### src/rtl/fcc_pkg.sv
package fcc_pkg;

  localparam logic [4:0] CMP_OPCODE = 5'h17;

  typedef enum logic [2:0] {
    OP_EQ = 3'd0,
    OP_NE = 3'd1,
    OP_LT = 3'd2,
    OP_LE = 3'd3,
    OP_GT = 3'd4,
    OP_GE = 3'd5,
    OP_T6 = 3'd6,
    OP_T7 = 3'd7
  } cmp_op_e;

  typedef enum logic [1:0] {
    CC_OR  = 2'd0,
    CC_AND = 2'd1,
    CC_X   = 2'd2,
    CC_Y   = 2'd3
  } cond_op_e;

  typedef struct packed {
    logic     pol_x;
    logic     pol_y;
    cond_op_e mode;
  } cond_fields_t;

endpackage

### src/rtl/fcc_lane_cmp.sv
module fcc_lane_cmp
  import fcc_pkg::*;
#(
  parameter int EXP_W = 8,
  parameter int MAN_W = 23,
  localparam int FP_W = 1 + EXP_W + MAN_W
) (
  input  logic [FP_W-1:0] a,
  input  logic [FP_W-1:0] b,
  input  cmp_op_e         op,
  output logic            res
);

  localparam int MAG_W = FP_W - 1;

  logic             sign_a, sign_b;
  logic [MAG_W-1:0] mag_a, mag_b;
  logic             nan_a, nan_b, unordered, both_zero;
  logic             eq_ab, lt_ab, lt_ba;

  assign sign_a    = a[FP_W-1];
  assign sign_b    = b[FP_W-1];
  assign mag_a     = a[MAG_W-1:0];
  assign mag_b     = b[MAG_W-1:0];
  assign nan_a     = (&a[MAG_W-1:MAN_W]) && (|a[MAN_W-1:0]);
  assign nan_b     = (&b[MAG_W-1:MAN_W]) && (|b[MAN_W-1:0]);
  assign unordered = nan_a || nan_b;
  assign both_zero = ~(|mag_a) && ~(|mag_b);

  always_comb begin
    eq_ab = !unordered && ((a == b) || both_zero);
    lt_ab = 1'b0;
    lt_ba = 1'b0;
    if (!unordered && !both_zero) begin
      unique case ({sign_a, sign_b})
        2'b00: begin
          lt_ab = mag_a < mag_b;
          lt_ba = mag_b < mag_a;
        end
        2'b11: begin
          lt_ab = mag_a > mag_b;
          lt_ba = mag_b > mag_a;
        end
        2'b10: lt_ab = 1'b1;
        default: lt_ba = 1'b1;
      endcase
    end
  end

  always_comb begin
    unique case (op)
      OP_EQ:   res = eq_ab;
      OP_NE:   res = !eq_ab;
      OP_LT:   res = lt_ab;
      OP_LE:   res = lt_ab || eq_ab;
      OP_GT:   res = lt_ba;
      OP_GE:   res = lt_ba || eq_ab;
      default: res = 1'b1;
    endcase
  end

endmodule

### src/rtl/fcc_flag_reg.sv
module fcc_flag_reg #(
  parameter int N = 2
) (
  input  logic         clk,
  input  logic         rst_n,
  input  logic         en,
  input  logic [N-1:0] d,
  output logic [N-1:0] q
);

  logic [N-1:0] q_next;

  always_comb begin
    q_next = q;
    if (en) q_next = d;
  end

  always_ff @(posedge clk or negedge rst_n) begin
    if (!rst_n) q <= '0;
    else        q <= q_next;
  end

endmodule

### src/rtl/fcc_cond_eval.sv
module fcc_cond_eval
  import fcc_pkg::*;
(
  input  logic         fx,
  input  logic         fy,
  input  cond_fields_t fields,
  output logic         cond
);

  logic term_x, term_y;

  assign term_x = fields.pol_x ? fx : !fx;
  assign term_y = fields.pol_y ? fy : !fy;

  always_comb begin
    unique case (fields.mode)
      CC_OR:   cond = term_x || term_y;
      CC_AND:  cond = term_x && term_y;
      CC_X:    cond = term_x;
      default: cond = term_y;
    endcase
  end

endmodule

### src/rtl/fcc_bool_bank.sv
module fcc_bool_bank #(
  parameter int NUM_BOOLS = 8,
  parameter int SEL_W     = 4,
  localparam int IDX_W    = (NUM_BOOLS > 1) ? $clog2(NUM_BOOLS) : 1
) (
  input  logic             clk,
  input  logic             rst_n,
  input  logic             we,
  input  logic [IDX_W-1:0] widx,
  input  logic             wval,
  input  logic [SEL_W-1:0] ridx,
  output logic             rdata
);

  logic [NUM_BOOLS-1:0] bits_q, bits_next;

  for (genvar g = 0; g < NUM_BOOLS; g++) begin : g_entry
    logic hit;
    assign hit = we && (widx == IDX_W'(g));
    always_comb begin
      bits_next[g] = bits_q[g];
      if (hit) bits_next[g] = wval;
    end
  end

  always_ff @(posedge clk or negedge rst_n) begin
    if (!rst_n) bits_q <= '0;
    else        bits_q <= bits_next;
  end

  always_comb begin
    rdata = 1'b0;
    for (int i = 0; i < NUM_BOOLS; i++) begin
      if (32'(ridx) == i) rdata = bits_q[i];
    end
  end

  // out-of-range selects read false
  a_r10_oob_false: assert property (@(posedge clk) disable iff (!rst_n)
    (32'(ridx) >= NUM_BOOLS) |-> !rdata);

  // a write is visible on the next cycle
  a_r9_write_visible: assert property (@(posedge clk) disable iff (!rst_n)
    (we && 32'(widx) < NUM_BOOLS) |=> (bits_q[$past(widx)] == $past(wval)));

endmodule

### src/rtl/fcmp_cond_unit.sv
module fcmp_cond_unit
  import fcc_pkg::*;
#(
  parameter int EXP_W     = 8,
  parameter int MAN_W     = 23,
  parameter int NUM_BOOLS = 8,
  localparam int FP_W     = 1 + EXP_W + MAN_W,
  localparam int UB_IDX_W = (NUM_BOOLS > 1) ? $clog2(NUM_BOOLS) : 1
) (
  input  logic                clk,
  input  logic                rst_n,
  input  logic                cmp_valid,
  input  logic [31:0]         cmp_instr,
  input  logic [FP_W-1:0]     src1_x,
  input  logic [FP_W-1:0]     src1_y,
  input  logic [FP_W-1:0]     src2_x,
  input  logic [FP_W-1:0]     src2_y,
  input  logic [31:0]         cond_instr,
  input  logic                ub_we,
  input  logic [UB_IDX_W-1:0] ub_idx,
  input  logic                ub_val,
  output logic                flag_x,
  output logic                flag_y,
  output logic                cond_out,
  output logic                ubool_out
);

  localparam int LANES = 2;
  localparam int SEL_W = 4;

  // reset: asserted asynchronously, released through two flops
  logic rst_meta, rst_q;
  always_ff @(posedge clk or negedge rst_n) begin
    if (!rst_n) begin
      rst_meta <= 1'b0;
      rst_q    <= 1'b0;
    end else begin
      rst_meta <= 1'b1;
      rst_q    <= rst_meta;
    end
  end

  // compare decode; lane 0 is x, lane 1 is y
  logic                        cmp_fire;
  logic [LANES-1:0][FP_W-1:0]  lane_a, lane_b;
  cmp_op_e [LANES-1:0]         lane_op;
  logic [LANES-1:0]            lane_res, flags_q;

  assign cmp_fire   = cmp_valid && (cmp_instr[31:27] == CMP_OPCODE);
  assign lane_a[0]  = src1_x;
  assign lane_b[0]  = src2_x;
  assign lane_a[1]  = src1_y;
  assign lane_b[1]  = src2_y;
  assign lane_op[0] = cmp_op_e'(cmp_instr[26:24]);
  assign lane_op[1] = cmp_op_e'(cmp_instr[23:21]);

  for (genvar l = 0; l < LANES; l++) begin : g_lane
    fcc_lane_cmp #(.EXP_W(EXP_W), .MAN_W(MAN_W)) u_cmp (
      .a  (lane_a[l]),
      .b  (lane_b[l]),
      .op (lane_op[l]),
      .res(lane_res[l])
    );
  end

  fcc_flag_reg #(.N(LANES)) u_flags (
    .clk  (clk),
    .rst_n(rst_q),
    .en   (cmp_fire),
    .d    (lane_res),
    .q    (flags_q)
  );

  assign flag_x = flags_q[0];
  assign flag_y = flags_q[1];

  // branch condition
  cond_fields_t cfields;
  assign cfields.pol_x = cond_instr[25];
  assign cfields.pol_y = cond_instr[24];
  assign cfields.mode  = cond_op_e'(cond_instr[23:22]);

  fcc_cond_eval u_cond (
    .fx    (flag_x),
    .fy    (flag_y),
    .fields(cfields),
    .cond  (cond_out)
  );

  // uniform booleans
  fcc_bool_bank #(.NUM_BOOLS(NUM_BOOLS), .SEL_W(SEL_W)) u_bank (
    .clk  (clk),
    .rst_n(rst_q),
    .we   (ub_we),
    .widx (ub_idx),
    .wval (ub_val),
    .ridx (cond_instr[25:22]),
    .rdata(ubool_out)
  );

  // ---------------- assertions ----------------
  logic nan_in_x;
  assign nan_in_x = ((&src1_x[FP_W-2:MAN_W]) && (|src1_x[MAN_W-1:0])) ||
                    ((&src2_x[FP_W-2:MAN_W]) && (|src2_x[MAN_W-1:0]));

  // flags hold without an accepted compare
  a_r2_flags_hold: assert property (@(posedge clk) disable iff (!rst_q)
    !cmp_fire |=> ($stable(flag_x) && $stable(flag_y)));

  // codes 6 and 7 always set the flag
  a_r4_x_true: assert property (@(posedge clk) disable iff (!rst_q)
    (cmp_fire && cmp_instr[26:25] == 2'b11) |=> flag_x);
  a_r4_y_true: assert property (@(posedge clk) disable iff (!rst_q)
    (cmp_fire && cmp_instr[23:22] == 2'b11) |=> flag_y);

  // a NaN makes every ordered relation false
  a_r5_nan_x: assert property (@(posedge clk) disable iff (!rst_q)
    (cmp_fire && nan_in_x && cmp_instr[26:24] != 3'd1 &&
     cmp_instr[26:25] != 2'b11) |=> !flag_x);

  // single-term modes follow the polarity bit
  a_r7_x_term: assert property (@(posedge clk) disable iff (!rst_q)
    (cond_instr[23:22] == 2'd2) |-> (cond_out == (cond_instr[25] ~^ flag_x)));
  a_r7_y_term: assert property (@(posedge clk) disable iff (!rst_q)
    (cond_instr[23:22] == 2'd3) |-> (cond_out == (cond_instr[24] ~^ flag_y)));

  // AND true needs both terms true
  a_r8_and_terms: assert property (@(posedge clk) disable iff (!rst_q)
    (cond_instr[23:22] == 2'd1 && cond_out) |->
      ((cond_instr[25] == flag_x) && (cond_instr[24] == flag_y)));

endmodule

### config.mk
export PLATFORM = sky130hd
export DESIGN_NAME = fcmp_cond_unit
export DESIGN_NICKNAME = d
export VERILOG_FILES = /design/src/rtl/fcc_pkg.sv /design/src/rtl/fcc_lane_cmp.sv /design/src/rtl/fcc_flag_reg.sv /design/src/rtl/fcc_cond_eval.sv /design/src/rtl/fcc_bool_bank.sv /design/src/rtl/fcmp_cond_unit.sv
export SDC_FILE = /design/constraint.sdc
export NUM_CORES = 1
export LEC_CHECK = 0
export BUFFER_PORTS_ARGS = -buffer_cell sky130_fd_sc_hd__buf_4
export CAP_MARGIN = 20
export CORE_MARGIN = 1
export CORE_UTILIZATION = 25
export CTS_BUF_LIST = sky130_fd_sc_hd__clkbuf_8
export CTS_CLUSTER_DIAMETER = 80
export CTS_CLUSTER_SIZE = 12
export DETAILED_ROUTE_END_ITERATION = 6
export GPL_TIMING_DRIVEN = 0
export PLACE_DENSITY = 0.6
export REMOVE_ABC_BUFFERS = 1
export SLEW_MARGIN = 20
export SYNTH_ARGS = -nofsm -noshare
export SYNTH_HDL_FRONTEND = slang
export SYNTH_SLANG_ARGS = --single-unit
### constraint.sdc
create_clock -name clk -period 1.5 [get_ports clk]
set_clock_uncertainty 0.1 [all_clocks]
set_input_delay 0.075 -clock clk [delete_from_list [all_inputs] [get_ports clk]]
set_output_delay 0.075 -clock clk [all_outputs]
set_load 0.005 [all_outputs]
# --- After elaboration in Yosys (flattened, before gate mapping) ---
# Index checks and enable logic that the tools add are counted.
totals:
  regBits: 12
  in_bits: 200
  output_inout_bits: 4
  wordCells: 133
classes:
  magnitude_cmp: 8
  eq_ne: 33
  n_mux: 21
  bitwise_logic: 4
  n_reduce_logical: 56
ops:
  columns: ["op", "n"]
  rows:
  - ["greater-than comparator 31 bit", 4]
  - ["less-than comparator 31 bit", 4]
  - ["OR reduction 31 bit", 4]
  - ["OR reduction 23 bit", 4]
  - ["equality test 32 bit", 2]
  - ["AND reduction 8 bit", 4]
  - ["equality test 3 bit, second input constant", 8]
  - ["logical AND 1 bit", 20]
  - ["equality test 3 x 2 -> 1 bit, second input constant", 6]
  - ["equality test 4 x 3 -> 1 bit, second input constant", 4]
  - ["one-hot mux 1 bit (3 select lines)", 5]
  - ["2-to-1 mux 1 bit", 14]
  - ["one-hot mux 1 bit (6 select lines)", 2]
  - ["equality test 2 bit, second input constant", 5]
  - ["equality test 3 x 1 -> 1 bit, second input constant", 3]
  - ["zero test 3 bit", 3]
  - ["logical OR 1 bit", 9]
  - ["equality test 4 x 2 -> 1 bit, second input constant", 2]
  - ["zero test 1 bit", 8]
  - ["zero test 2 bit", 3]
  - ["equality test 5 bit, second input constant", 1]
  - ["equality test 4 x 1 -> 1 bit, second input constant", 1]
  - ["zero test 4 bit", 1]
  - ["inverter 1 bit", 4]
  - ["equality test 2 x 1 -> 1 bit, second input constant", 1]

# --- Depth between registers and ports, before layout ---
# Gate-level depths: netlist (run 1).
logic_depth:
  depth_word: 9
  mapped_depth: 9
  mapped_depth_nobuf: 9

# --- Hierarchy ---
# From an unflattened synthesis (run 1), not the netlist that was laid out.
hier_totals:
  cells_unflattened: 375
  area_unflattened_um2: 2911.5
by_module_without_submodules:
  columns: ["module", "instances", "cells_per_inst", "area_per_inst_um2", "seq_area_each_um2"]
  rows:
  - ["fcc_lane_cmp", 2, 163, 1142.3, 0.0]
  - ["fcc_bool_bank", 1, 35, 442.9, 200.2]
  - ["fcc_flag_reg", 1, 4, 72.6, 50.0]
  - ["fcmp_cond_unit", 1, 5, 72.6, 50.0]
  - ["fcc_cond_eval", 1, 5, 38.8, 0.0]

# --- Worst setup path after synthesis (run 1) ---
# OpenSTA, ideal clock, no wires.
synth_path:
  kind: "in2reg"
  start: "in src2_y[29]"
  end: "reg u_flags.q[1]"
  setup_ns: 0.133
  arrival_time_ns: 1.910
  required_ns: 1.267
  setup_slack_ns: -0.643
  path_stages: 9
  n_path_buf: 0
  cell_sequence: "inv_1 -> ha_1 -> nand4_1 -> or4_4 -> nor4_2 -> o211ai_1 -> and3_1 -> a2111oi_1 -> o22ai_1"
synth_via:
  elab_chain_len: 8
  elab_cells_between_ends: 24
  cone_classes: "4 x order compare; 1 x eq/ne; 5 x mux; 1 x bitwise; 13 x reduce/logical"
synth_lines:
  columns: ["element", "line_no", "text"]
  rows:
  - ["from (decl)", "fcmp_cond_unit.sv:17", "input logic [FP_W-1:0] src2_y,"]
  - ["parallel branches: the longest is 7 deep, another holds greater-than comparator 31 bit", null, null]
  - ["one-hot mux 1 bit (6 select lines) *", "fcc_lane_cmp.sv:51", "unique case (op)"]
  - ["to (signal assigned)", "fcc_flag_reg.sv:20", "else q <= q_next;"]
  - ["to (decl)", "fcc_flag_reg.sv:8", "output logic [N-1:0] q"]
# Mark *: on every way between the ends.
# A chain may end at the register's enable or synchronous reset.

# --- Worst setup path after layout (run 1) ---
layout_path:
  start: "in src2_x[14]"
  end: "reg u_flags.q[0]"
layout_via:
  elab_chain_len: 8
  elab_cells_between_ends: 24
  cone_classes: "4 x order compare; 1 x eq/ne; 5 x mux; 1 x bitwise; 13 x reduce/logical"
layout_lines:
  columns: ["element", "line_no", "text"]
  rows:
  - ["from (decl)", "fcmp_cond_unit.sv:16", "input logic [FP_W-1:0] src2_x,"]
  - ["parallel branches: the longest is 7 deep, another holds greater-than comparator 31 bit", null, null]
  - ["one-hot mux 1 bit (6 select lines) *", "fcc_lane_cmp.sv:51", null]
# Marked as above.

==> metrics.cfg, run 1 <==
[outcome]
outcome=finished, violations left
violations=negative setup slack

[clock_tree]
cts_tree=yes
cts-root-buf=clkbuf_8
clk_pin_slew_ps=50
numCtsBuffers=3
cts_buffer_depth=2
clock_latency_ps=230
htree_levels=1
clock-sinks=12

[pwr]
power_uw=1770
p_leak_uw=0.00226
vdd_ir_drop_max_v=0.000240
p_per_area_nw_per_um2=382

[yosys]
synth_cell_type_count=43
synthArstFlopShare_pct=100
yosys-top-cells-area=ha_1, dfrtp_1, inv_1
yosysWarnings=0
synth-edff-count=0
ys_ff_latch=12
synth-main-ff-cell=dfrtp_1
ys_top_cells_by_count=ha_1, inv_1, nor4_1
ys_seq_area_share_pct=10.4
yosys.area.top_type_share_pct=30.4
synth.avg_cell_area_um2=7.51
syn-instance-count=383
synth_top_cell_by_area=ha_1
yosysMostFrequentCell=ha_1
syn-cell-area_um2=2880

[final_layout]
fin_area_um2=4640
num_antenna_cells=0
finalNetCount=820
drive_gt1_share_pct=39.6
area_growth_pct=61.4
fillers=1167
fin_util_pct=42.1

[min_path]
worstHoldPathCells=2
hold_path_class=input port to flop

[setup_path]
cp.required_ps=1510
startpoint_type=input port
worst-endpoint-arrival_ps=2050
worst-path-stages=10
cp_slowest_cell=or4_4
criticalPathCategory=input port to flop
crit_family=simple AND/OR/NAND/NOR gates
path_max_fanout=3
critical_path.endpoint_type=flop
slowest_delay_ps=560
critical_path.cell_chain=buf_4 > inv_1 > ha_4 > nand4_1 > or4_4 > nor3_4 > o211ai_1 > and3_1 > a2111oi_2 > o22ai_1
r2r_cells=4
path_buf_inv=2

[drt]
vias=3476
routed_wl_mm=9.62
wl_per_cell_um=14.0
drc=0
drt_iter0_markers=140
drt-vias-per-instance=5.05
detail-route-antenna-nets=0
first_pass_iters=4

[floorplanning]
fp.dieH_um=109
dieArea_um2=11900
rows=38
fp.coreArea_um2=11000
die_w_um=109
start_util_pct=26.1
num_io_pins=204

[sta]
slew-limit-headroom_pct=66.7
fmax_mhz=488
setup_viol=3
max_slew.worst_pin.slew_ps=494
finalHoldViolCount=0
fin_crit_sh_pct=137
finalWorstSetupSlack_ps=-549
rsz0062_at_grt=yes
holdWs_ps=45.3
fin_crit_ps=2050
slew_violations=0

[place]
placed_area_um2=4210
gp_congestion=0.832
dp_hpwl_mm=8.32
portBuffers=154
dp_slack_ps=-1000

[grt]
grtUsageTotal_pct=15.6
grt_max_degree=11
grt_pass1_wl_mm=15.3
grt_pass1_vias=3559
grt_overflow=0
antenna_found_initial=0

[run]
drv_cap=0

cell families after synthesis:
kind of cell / synth area share, %
AND/OR/NAND/NOR: 28.1
AO/OA/AOI/OAI: 15.4
adder cells (fa/ha/maj): 30.4
buffers and inverters: 8.87
multiplexers: 5.74
flip-flops: 10.4
XOR/XNOR: 0.914
other: 0.130
final cells by class:
type | instances | area, µm² | area share (%)
inverter | 68 | 258 | 5.55
tap | 140 | 175 | 3.77
timing repair buffer | 162 | 1270 | 27.4
multi-input combinational | 303 | 2600 | 55.9
clock buffer | 3 | 41.3 | 0.889
sequential | 12 | 300 | 6.47
stage by stage:
stage / setup TNS [ps] / instances
finish: -1090 / 688
global route: -1440 / 688
CTS: -1160 / 688
detailed placement: -1990 / 677
global placement: -1880 / 677
floorplan: -1250 / 383
final timing paths:
check	startpoint	to	slack, ps
setup / recovery	src2_x[14]	u_flags.q[0]	-550
min in group asynchronous	rst_n	rst_q	60
setup reg to reg	u_flags.q[1]	u_flags.q[1]	390
hold reg to reg	rst_q	u_bank.bits_q[6]	60
max in group asynchronous	rst_q	u_bank.bits_q[1]	950
hold / removal	ub_val	u_bank.bits_q[2]	50
what timing repair did:
item,CTS,global route
endpoints found under the hold margin,2,0
setup endpoints to repair,3,3
pin swaps,14,10
hold buffers,1,0
gates resized for setup,52,6
buffers inserted,7,0
layer usage:
layer / share of wire [%] / up-vias / GRT usage (%) / wire (µm)
met5: 0 / - / 0 / 0
met4: 1.2 / 0 / 3.14 / 111
met3: 4.8 / 8 / 1.08 / 462
met2: 50 / 100 / 29.1 / 4790
met1: 44 / 1602 / 19.6 / 4250
li1: - / 1766 / - / -
layout by cell type (no fill, tap or decap), types with 4 or more instances in the layout:
| cell type | count |
|---|---|
| a2111oi_2 | 4 |
| a211oi_1 | 4 |
| a21oi_1 | 28 |
| buf_4 | 148 |
| buf_6 | 12 |
| dfrtp_1 | 12 |
| ha_1 | 54 |
| ha_4 | 16 |
| inv_1 | 58 |
| inv_2 | 9 |
| mux2_2 | 8 |
| nand2_1 | 27 |
| nand3_1 | 6 |
| nand4_1 | 28 |
| nor2_1 | 19 |
| nor2b_1 | 4 |
| nor3_1 | 7 |
| nor4_1 | 29 |
| o21ai_0 | 20 |
sequential cells by signal (all words and copies together), names as in the netlist:
name           count
rst_meta           1
rst_q              1
u_bank.bits_q      8
u_flags.q          2
report_power, final:
| part | leakage [µW] | internal (µW) | switching, µW |
|---|---|---|---|
| clock | 0.0000216 | 176 | 103 |
| sequential | 0.000137 | 378 | 33.9 |
| combinational | 0.00210 | 613 | 469 |
No activity file was read; power rests on OpenSTA's default activity.
==> run 2: changes to the inputs <==
--- a/config.mk
+++ b/config.mk
@@ -7,6 +7,8 @@
 export LEC_CHECK = 0
 export BUFFER_PORTS_ARGS = -buffer_cell sky130_fd_sc_hd__buf_4
 export CAP_MARGIN = 20
+export CELL_PAD_IN_SITES_DETAIL_PLACEMENT = 1
+export CELL_PAD_IN_SITES_GLOBAL_PLACEMENT = 1
 export CORE_MARGIN = 1
 export CORE_UTILIZATION = 25
 export CTS_BUF_LIST = sky130_fd_sc_hd__clkbuf_8
@@ -14,8 +16,7 @@
 export CTS_CLUSTER_SIZE = 12
 export DETAILED_ROUTE_END_ITERATION = 6
 export GPL_TIMING_DRIVEN = 0
-export PLACE_DENSITY = 0.6
-export REMOVE_ABC_BUFFERS = 1
+export PLACE_DENSITY = 0.82
 export SLEW_MARGIN = 20
 export SYNTH_ARGS = -nofsm -noshare
 export SYNTH_HDL_FRONTEND = slang
==> run 2 against run 1 <==
Flip-flop and latch count unchanged. The flow still finishes with violations (negative setup slack). Sequential power about the same. Maximum frequency decreased by 1.7%. Global-route usage increased by 3.2 points. Sequential share of layout area decreased by 0.30 points. Largest cell class unchanged. Final cell count grew 0.58%. Critical endpoint is now u_flags.q[1]. Worst hold slack lost 5.9 ps. Utilization rose by 2.0 points. Non-clock buffer count grew 3. Register-to-register slack barely moved.
==> metrics.cfg, run 2 (same netlist as run 1, synthesis figures left out) <==
[clock_tree]
clock_latency_ps=240
clock-sinks=12
cts_buffer_depth=2
numCtsBuffers=3
cts_tree=yes
cts-root-buf=clkbuf_8
clk_pin_slew_ps=60
htree_levels=1

[sta]
finalWorstSetupSlack_ps=-586
slew_violations=0
slew-limit-headroom_pct=63.9
max_slew.worst_pin.slew_ps=540
setup_viol=3
rsz0062_at_grt=yes
fin_crit_sh_pct=139
fin_crit_ps=2090
finalHoldViolCount=0
fmax_mhz=479

[final_layout]
largest_register_ffs=8
fillers=1330
layout_common_cells=buf_4, inv_1, ha_1
top_regs=u_bank.bits_q (8), u_flags.q (2)
final_common_cell=buf_4
top_register=u_bank.bits_q
finalNetCount=823
drive_gt1_share_pct=43.8
num_antenna_cells=0
area_growth_pct=69.1

[drt]
wl_per_cell_um=16.7
routed_wl_mm=11.5
detail-route-antenna-nets=0
drt_iter0_markers=105
drt-vias-per-instance=5.24
drc=0
first_pass_iters=4
vias=3625

[floorplanning]
fp.coreArea_um2=11000
dieArea_um2=11900
die_w_um=109
fp.dieH_um=109
rows=38
num_io_pins=204
start_util_pct=26.1

[min_path]
hold_end=u_bank.bits_q[1]
min_from=ub_val
worstHoldPathCells=2
hold_path_class=input port to flop

[run]
drv_cap=0

[setup_path]
r2r-start=u_flags.q[0]
timing.rr.end=u_flags.q[0]
critical_path.endpoint_type=flop
criticalPathCategory=input port to flop
r2r_cells=4
worst-endpoint-arrival_ps=2100
startpoint_type=input port
cp.required_ps=1510
path_max_fanout=3
regToRegSetupSlack_ps=380

[place]
gp_congestion=0.875
dp_hpwl_mm=9.67
dp_slack_ps=-1070
portBuffers=154

[pwr]
p_leak_uw=0.00227
power_uw=1970
p_int_uw=1280
combPwrFrac_pct=61.0
p_per_area_nw_per_um2=404
clockPowerShare_pct=18.0
switching_power_uw=690
sequentialPowerShare_pct=21.0
swShare_pct=35.1
vdd_ir_drop_max_v=0.000357

[grt]
antenna_found_initial=0
grt_overflow=0
grtUsageTotal_pct=18.9
grt_pass1_wl_mm=17.8
grt_max_degree=11
grt_pass1_vias=3924

[outcome]
outcome=finished, violations left
violations=negative setup slack

[yosys]
syn_nets=653

[run 2: worst max path at each step]
| stage | startpoint | slack [ps] | cells after the start | end |
|---|---|---|---|---|
| final | src1_y[26] | -590 | 9 | u_flags.q[1] |
| after CTS | src2_y[26] | -560 | 10 | u_flags.q[1] |
| after detailed placement | src2_y[10] | -1070 | 10 | u_flags.q[1] |
| after floorplan | src2_y[18] | -510 | 9 | u_flags.q[1] |
| after global routing | src1_y[26] | -710 | 9 | u_flags.q[1] |
| after global placement | src1_y[10] | -1060 | 9 | u_flags.q[1] |
[run 2: repair_timing]
| action | CTS | global route |
|---|---|---|
| resized for setup | 69 | 14 |
| endpoints found under the setup margin | 3 | 4 |
| hold buffers | 1 | 0 |
| hold endpoints to repair | 2 | 0 |
| setup buffers | 7 | 3 |
| pin swaps | 12 | 7 |
[run 2: cell type report]
cell class | count | area [µm²] | share of cell area (%)
clock buffers | 4 | 55.1 | 1.13
multi-input cells | 303 | 2730 | 56.0
flip-flops and latches | 12 | 300 | 6.17
well taps | 140 | 175 | 3.60
inverters | 68 | 273 | 5.61
repair buffers | 165 | 1340 | 27.4
[run 2: critical path, stage by stage]
cell	delay [ps]
buf_4	130
ha_4	270
nand4_1	140
or4_4	590
nor4_4	140
o211ai_1	150
and3_1	210
a2111oi_2	270
o22ai_1	130
[run 2: power groups by stage]
| stage | Sequential (µW) | Combinational (µW) | Clock [µW] |
|---|---|---|---|
| CTS | 412 | 1150 | 365 |
| detailed placement | 418 | 1030 | 0 |
| finish | 412 | 1200 | 354 |
| global placement | 413 | 965 | 0 |
| global route | 420 | 1330 | 383 |
| floorplan | 405 | 460 | 0 |
[run 2: per-stage QoR]
step | TNS [ps] | cells | instance area, µm² | utilization, % | hold WS [ps]
CTS | -1220 | 689 | 4750 | 43.1 | 29.9
finish | -1220 | 692 | 4860 | 44.1 | 39.4
global placement | -1980 | 677 | 4300 | 39.0 | -242
global route | -1490 | 692 | 4860 | 44.1 | 34.2
floorplan | -1020 | 383 | 2970 | - | -321
detailed placement | -1980 | 677 | 4300 | 39.0 | -240
[run 2: per-layer routing]
metal	wire length, µm	global-route usage [%]	up-vias
li1	-	-	1774
met1	4530	20.6	1729
met2	6420	38.4	108
met3	427	1.85	14
met4	168	4.10	0
met5	0	0	-
